## src/rtl/tpf_pkg.sv

```systemverilog
`timescale 1ns/1ps
package tpf_pkg;
  typedef enum logic [1:0] {
    SER_IDLE,
    SER_FETCH,
    SER_LOAD,
    SER_SHIFT
  } ser_state_t;

  localparam logic [7:0] STAT_FIXED = 8'h08;
endpackage

```

## src/rtl/tpf_lane_ram.sv

```systemverilog
`timescale 1ns/1ps
module tpf_lane_ram #(
  parameter int DEPTH = 32,
  localparam int AW = $clog2(DEPTH)
) (
  input  logic          clk,
  input  logic          we,
  input  logic [AW-1:0] waddr,
  input  logic [7:0]    wdata,
  input  logic [AW-1:0] raddr,
  output logic [7:0]    rdata
);
  logic [7:0] mem [DEPTH];

  always_ff @(posedge clk) begin
    if (we) mem[waddr] <= wdata;
  end

  always_ff @(posedge clk) begin
    rdata <= mem[raddr];
  end
endmodule

```

## src/rtl/tpf_host_port.sv

```systemverilog
`timescale 1ns/1ps
module tpf_host_port #(
  parameter int HALF  = 32,
  parameter int IDX_W = $clog2(HALF),
  parameter int CNT_W = IDX_W + 1
) (
  input  logic                  clk,
  input  logic                  rst,
  input  logic                  flush,
  input  logic                  move,
  input  logic                  wr_en,
  input  logic                  wr_word,
  input  logic [15:0]           wr_data,
  output logic [CNT_W-1:0]      fill,
  output logic                  ovf,
  output logic                  bank,
  output logic [1:0]            lane_we,
  output logic [1:0][IDX_W-1:0] lane_addr,
  output logic [1:0][7:0]       lane_data
);
  localparam logic [CNT_W-1:0] FULL     = CNT_W'(HALF);
  localparam logic [CNT_W-1:0] WORD_LIM = CNT_W'(HALF - 2);

  logic               take_b, take_w, refuse;
  logic [IDX_W-1:0]   pos0;
  logic [IDX_W-2:0]   row0, row1;

  assign take_b = wr_en && !flush && !wr_word && (fill < FULL);
  assign take_w = wr_en && !flush &&  wr_word && (fill <= WORD_LIM);
  assign refuse = wr_en && !flush && !take_b && !take_w;
  assign pos0   = fill[IDX_W-1:0];
  assign row0   = pos0[IDX_W-1:1];
  assign row1   = pos0[IDX_W-1:1] + (IDX_W-1)'(pos0[0]);

  for (genvar g = 0; g < 2; g++) begin : g_lane
    logic is_first;
    assign is_first     = (pos0[0] == 1'(g));
    assign lane_we[g]   = is_first ? (take_b || take_w) : take_w;
    assign lane_addr[g] = is_first ? {bank, row0} : {bank, row1};
    assign lane_data[g] = is_first ? wr_data[7:0] : wr_data[15:8];
  end

  always_ff @(posedge clk) begin
    if (rst) begin
      fill <= '0;
      ovf  <= 1'b0;
      bank <= 1'b0;
    end else if (flush) begin
      fill <= '0;
      ovf  <= 1'b0;
    end else if (move) begin
      fill <= '0;
      ovf  <= 1'b0;
      bank <= ~bank;
    end else begin
      if (take_b)      fill <= fill + CNT_W'(1);
      else if (take_w) fill <= fill + CNT_W'(2);
      if (refuse)      ovf  <= 1'b1;
    end
  end


  fill_bound_chk: assert property (@(posedge clk) disable iff (rst)
    fill <= FULL);

  word_refuse_chk: assert property (@(posedge clk) disable iff (rst)
    (wr_en && wr_word && !flush && fill > WORD_LIM) |=> (ovf && $stable(fill)));

  ovf_sticky_chk: assert property (@(posedge clk) disable iff (rst)
    (ovf && !flush && !move) |=> ovf);

  ovf_clear_chk: assert property (@(posedge clk) disable iff (rst)
    (move || flush) |=> !ovf);
endmodule

```

## src/rtl/tpf_serializer.sv

```systemverilog
`timescale 1ns/1ps
module tpf_serializer
  import tpf_pkg::*;
#(
  parameter int HALF  = 32,
  parameter int IDX_W = $clog2(HALF),
  parameter int CNT_W = IDX_W + 1
) (
  input  logic             clk,
  input  logic             rst,
  input  logic             flush,
  input  logic             start,
  input  logic             start_bank,
  input  logic [CNT_W-1:0] start_len,
  input  logic [1:0][7:0]  lane_q,
  output logic [IDX_W-1:0] rd_addr,
  output logic             idle,
  input  logic             ser_take,
  output logic             ser_valid,
  output logic             ser_bit
);
  ser_state_t       state;
  logic             sbank;
  logic [IDX_W-1:0] idx;
  logic [CNT_W-1:0] left;
  logic [7:0]       sh;
  logic [2:0]       bitn;

  assign rd_addr   = {sbank, idx[IDX_W-1:1]};
  assign idle      = (state == SER_IDLE);
  assign ser_valid = (state == SER_SHIFT);
  assign ser_bit   = sh[0];

  always_ff @(posedge clk) begin
    if (rst || flush) begin
      state <= SER_IDLE;
      sbank <= 1'b0;
      idx   <= '0;
      left  <= '0;
      sh    <= '0;
      bitn  <= '0;
    end else begin
      case (state)
        SER_IDLE: if (start) begin
          sbank <= start_bank;
          idx   <= '0;
          left  <= start_len;
          state <= SER_FETCH;
        end
        SER_FETCH: state <= SER_LOAD;
        SER_LOAD: begin
          sh    <= lane_q[idx[0]];
          bitn  <= '0;
          idx   <= idx + IDX_W'(1);
          left  <= left - CNT_W'(1);
          state <= SER_SHIFT;
        end
        default: if (ser_take) begin
          sh   <= {1'b0, sh[7:1]};
          bitn <= bitn + 3'd1;
          if (bitn == 3'd7) state <= (left != '0) ? SER_FETCH : SER_IDLE;
        end
      endcase
    end
  end


  start_idle_chk: assert property (@(posedge clk) disable iff (rst)
    start |-> idle);

  bit_hold_chk: assert property (@(posedge clk) disable iff (rst)
    (ser_valid && !ser_take && !flush) |=> (ser_valid && $stable(ser_bit)));

  flush_idle_chk: assert property (@(posedge clk) disable iff (rst)
    flush |=> (idle && !ser_valid));
endmodule

```

## src/rtl/tx_pool_fifo.sv

```systemverilog
`timescale 1ns/1ps
module tx_pool_fifo
  import tpf_pkg::*;
#(
  parameter int HALF_BYTES = 32,
  parameter int WIN_W      = 5
) (
  input  logic             clk,
  input  logic             rst,
  input  logic             host_wr,
  input  logic             host_word,
  input  logic [WIN_W-1:0] host_addr,
  input  logic [15:0]      host_data,
  input  logic             tx_cmd,
  input  logic             tx_reset,
  input  logic             ser_take,
  output logic             ser_valid,
  output logic             ser_bit,
  output logic             pool_irq,
  output logic [7:0]       stat
);
  localparam int IDX_W = $clog2(HALF_BYTES);
  localparam int CNT_W = IDX_W + 1;

  logic                  pend, move, ser_idle, ovf, bank;
  logic [CNT_W-1:0]      fill;
  logic [1:0]            lane_we;
  logic [1:0][IDX_W-1:0] lane_addr;
  logic [1:0][7:0]       lane_data;
  logic [1:0][7:0]       lane_q;
  logic [IDX_W-1:0]      rd_addr;

  assign move = pend && ser_idle && (fill != '0) && !host_wr && !tx_reset;
  assign stat = {ovf, (fill < CNT_W'(HALF_BYTES)), STAT_FIXED[5:0]};

  always_ff @(posedge clk) begin
    if (rst || tx_reset) begin
      pend     <= 1'b0;
      pool_irq <= 1'b0;
    end else begin
      pool_irq <= move;
      if (move)        pend <= 1'b0;
      else if (tx_cmd) pend <= 1'b1;
    end
  end

  tpf_host_port #(.HALF(HALF_BYTES), .IDX_W(IDX_W), .CNT_W(CNT_W)) u_host (
    .clk(clk), .rst(rst), .flush(tx_reset), .move(move),
    .wr_en(host_wr), .wr_word(host_word), .wr_data(host_data),
    .fill(fill), .ovf(ovf), .bank(bank),
    .lane_we(lane_we), .lane_addr(lane_addr), .lane_data(lane_data)
  );

  for (genvar g = 0; g < 2; g++) begin : g_ram
    tpf_lane_ram #(.DEPTH(HALF_BYTES)) u_lane (
      .clk(clk), .we(lane_we[g]), .waddr(lane_addr[g]), .wdata(lane_data[g]),
      .raddr(rd_addr), .rdata(lane_q[g])
    );
  end

  tpf_serializer #(.HALF(HALF_BYTES), .IDX_W(IDX_W), .CNT_W(CNT_W)) u_ser (
    .clk(clk), .rst(rst), .flush(tx_reset), .start(move),
    .start_bank(bank), .start_len(fill), .lane_q(lane_q),
    .rd_addr(rd_addr), .idle(ser_idle),
    .ser_take(ser_take), .ser_valid(ser_valid), .ser_bit(ser_bit)
  );


  addr_known_chk: assert property (@(posedge clk) disable iff (rst)
    host_wr |-> !$isunknown(host_addr));

  irq_after_move_chk: assert property (@(posedge clk) disable iff (rst)
    (move && !tx_reset) |=> pool_irq);

  irq_single_chk: assert property (@(posedge clk) disable iff (rst)
    pool_irq |=> !pool_irq);

  fill_empty_after_move_chk: assert property (@(posedge clk) disable iff (rst)
    move |=> (fill == '0 && !ser_idle));
endmodule

```

## config.mk

```make
export PLATFORM = sky130hd
export DESIGN_NAME = tx_pool_fifo
export DESIGN_NICKNAME = d
export VERILOG_FILES = /design/src/rtl/tpf_pkg.sv /design/src/rtl/tpf_lane_ram.sv /design/src/rtl/tpf_host_port.sv /design/src/rtl/tpf_serializer.sv /design/src/rtl/tx_pool_fifo.sv
export SDC_FILE = /design/constraint.sdc
export NUM_CORES = 1
export LEC_CHECK = 0
export BUFFER_PORTS_ARGS = -buffer_cell sky130_fd_sc_hd__buf_2
export CORE_AREA = 2 2 153 304
export CTS_CLUSTER_DIAMETER = 200
export DETAILED_ROUTE_END_ITERATION = 6
export DIE_AREA = 0 0 155 306
export GPL_TIMING_DRIVEN = 0
export REMOVE_ABC_BUFFERS = 1
export SLEW_MARGIN = 5
export SYNTH_ARGS = -nofsm -noshare
export SYNTH_HDL_FRONTEND = slang
export SYNTH_SLANG_ARGS = --single-unit
```

## constraint.sdc

```tcl
create_clock -name clk -period 3.3 [get_ports clk]
set_clock_uncertainty 0.05 [all_clocks]
set_input_delay 0.33 -clock clk [delete_from_list [all_inputs] [get_ports clk]]
set_output_delay 0.33 -clock clk [all_outputs]
set_load 0.1 [all_outputs]
```

==> reports/qor.yml <==
pin_count: 39
seq_power_share_pct: 57.0
rsz0062_at_grt: "yes"
power_switching_uw: 2710
cts.clk_slew.worst_paths_ns: 0.06
fp.dieH_um: 306
route.detailed.drc: 0
fin_nets: 1231
gp_congestion: 0.861
clock-sinks: 563
syn-instance-count: 1170
synth-edff-count: 512
n_fill_cell: 3524
register_area_sq_mm: 0.0164
tightest_slew_ns: 1.02
hold_violations: 0
grt_usage_pct: 21.6
synth_warnings: 0
clkPwrFrac_pct: 40.9
clock_latency_ns: 0.57
combPwrFrac_pct: 2.1
start_kind: "flop"
num_rows: 110
syn_area_per_cell_sq_um: 19.0
coreArea_sq_mm: 0.0450
hold_path.class: "input pin to flop"
gr-total-overflow: 0
peakVddDrop_v: 0.000439
cp.arrival_ns: 3.38
ant_nets: 0
syn_area_sq_mm: 0.0222
p_total_uw: 13700
synth_seq_cells: 563
first_pass_iters: 5
critPathKind: "flop to flop"
dpl.hpwl_mm: 33.5
post_dp_cell_area_sq_mm: 0.0228
cts_tree: "yes"
io_buffers: 27
first_global_vias: 11500
max-cap-violations: 0
dr_total_vias: 10800
vias_per_cell: 6.06
drive_gt1_share_pct: 23.7
ys_types: 59
power.internal_uw: 11000
avgRoutedWirePerCell_um: 27.9
tns_ns: 0
design_area_sq_mm: 0.0244
critPathRequiredTime_ns: 3.44
cp-end-kind: "flop"
synth_top_flop_cell: "edfxtp_1"
die_w_um: 155
drt_iter0_drc: 664
slew_headroom_pct: 31.5
drt-total-wl_mm: 49.7
clockRootBuffer: "clkbuf_16"
power_density_mw_per_mm2: 562
syn_to_final_growth_pct: 10.1
ys_async_sr_fraction_pct: 0
grt_pass1_wl_mm: 73.8
fmax_ghz: 0.308
dieArea_sq_mm: 0.0474
finalSetupViolCount: 0
swShare_pct: 19.8
fin_crit_sh_pct: 98.3
fin_crit_ns: 3.24
multi_input_area_sq_mm: 0.00546
cp_max_fo: 28
clockBufferDepth: 3
ctsHtreeMaxLevel: 2
antenna_found_initial: 1
stdcell_count: 1786
final_core_util_pct: 54.3
leakage_uw: 0.00729
post_cts_buffers: 0
yosysSeqAreaShare_pct: 73.8
status: "complete, no violations"
numCtsBuffers: 47
slew_violations: 0
dp.cells: 1696
initial_core_util_pct: 49.3
grt_max_degree: 47
metal layers:
layer	global-route usage (%)	part of all wire (%)
met2	42.3	58
met1	22.8	34
met5	0	0
met3	2.05	3.2
met4	9.91	4.9
flip-flops by register name, summed over array words and instances, names as in the netlist, 2 cells and up:
name,flops
g_ram.u_lane.mem,512
g_ram.u_lane.rdata,16
u_ser.sh,8
u_host.fill,6
u_ser.left,6
u_ser.idx,5
u_ser.bitn,3
u_ser.state,2
worst max-delay path: stages, from the launching register on:
cell and delay, ns:
dfxtp_4 0.64, ha_1 0.33, ha_1 0.28, mux2i_1 0.18, a21boi_0 0.35, nand3_2 0.44, nor2_2 0.58
power groups by stage:
stage	registers (uW)	clock network (uW)	logic (uW)
finish	7820	5620	287
global route	7820	5950	308
CTS	7820	5720	291
detailed placement	7980	0	286
global placement	7980	0	272
floorplan	7980	0	155
per-stage QoR:
| step | hold slack, ns | worst slack (ns) |
|---|---|---|
| finish | 0.0717 | 0.0571 |
| global route | 0.0776 | -0.0836 |
| CTS | 0.0498 | 0.0318 |
| detailed placement | 0.415 | -0.457 |
| global placement | 0.401 | -6.20 |
| floorplan | 0.352 | -3.13 |
cell type report:
type | count | share of cell area, %
clock inverter | 20 | 0.983
tap | 560 | 2.87
multi-input combinational | 529 | 22.3
clock buffer | 67 | 5.32
sequential | 563 | 67.1
timing repair buffer | 34 | 1.20
inverter | 12 | 0.184
antenna | 1 | 0.0102
what timing repair did:
| item | CTS | global route |
|---|---|---|
| pin swaps | 0 | 0 |
| setup endpoints to repair | 405 | 113 |
| hold buffers | 2 | 0 |
| hold endpoints to repair | 2 | 0 |
| resized for setup | 25 | 5 |
cells by family after synthesis:
family / Yosys count / share of synthesized area (%)
adder cells (fa/ha/maj): 16 / 0.901
buffers and inverters: 82 / 2.05
XOR/XNOR: 12 / 0.473
AND/OR/NAND/NOR: 199 / 4.35
flip-flops: 563 / 73.8
other: 2 / 0.0338
AO/OA/AOI/OAI: 139 / 3.95
multiplexers: 157 / 14.4
cells in the final DEF (no fill, tap or decap), types with 4 or more instances in the layout:
cell type / instances
nor2b_1: 5
a31oi_1: 4
conb_1: 6
bufinv_16: 5
nand3_1: 21
a21oi_1: 24
clkinv_1: 4
xor2_1: 6
nor3_1: 7
inv_1: 12
buf_2: 27
ha_1: 16
clkbuf_8: 5
clkinv_2: 5
dfxtp_1: 48
or3_1: 11
or3b_2: 5
nor2_2: 18
o21ai_0: 22
xnor2_1: 6
nor4_1: 16
edfxtp_1: 512
mux4_2: 128
mux2_2: 23
clkbuf_16: 47
nand3b_1: 4
o31ai_1: 5
buf_16: 5
nor2_4: 5
nor2_1: 65
nand2_1: 25
o22ai_1: 64
mux2i_1: 6
clkbuf_1: 15
cell usage after synthesis, types with 7 or more instances:
cell type  number  area share (%)
edfxtp_1      512              69
ha_1           16            0.90
clkbuf_1       19            0.32
mux2_2         23             1.2
nor3_1          7            0.16
buf_4          16            0.54
or3_1          11            0.31
mux4_2        128              13
buf_6           7            0.35
nor2_1         88             1.5
nor4_1         16            0.45
buf_2          24            0.54
o22ai_1        64             1.8
a21oi_1        24            0.54
inv_1          12            0.20
nand3_1        22            0.50
dfxtp_1        51             4.6
o21ai_0        22            0.50
nand2_1        25            0.42
worst paths after layout:
| check | from | end | slack, ns | depth (start not counted) |
|---|---|---|---|---|
| setup / recovery | u_host.fill[0] | g_ram[0].u_lane.mem[13][5] | 0.06 | 6 |
| hold / removal | tx_reset | u_host.ovf | 0.07 | 3 |
| setup reg to reg | u_host.fill[0] | g_ram[0].u_lane.mem[13][5] | 0.06 | 6 |
| hold reg to reg | u_host.ovf | u_host.ovf | 0.42 | 2 |
Note: power is estimated with default switching activity, not from simulation.
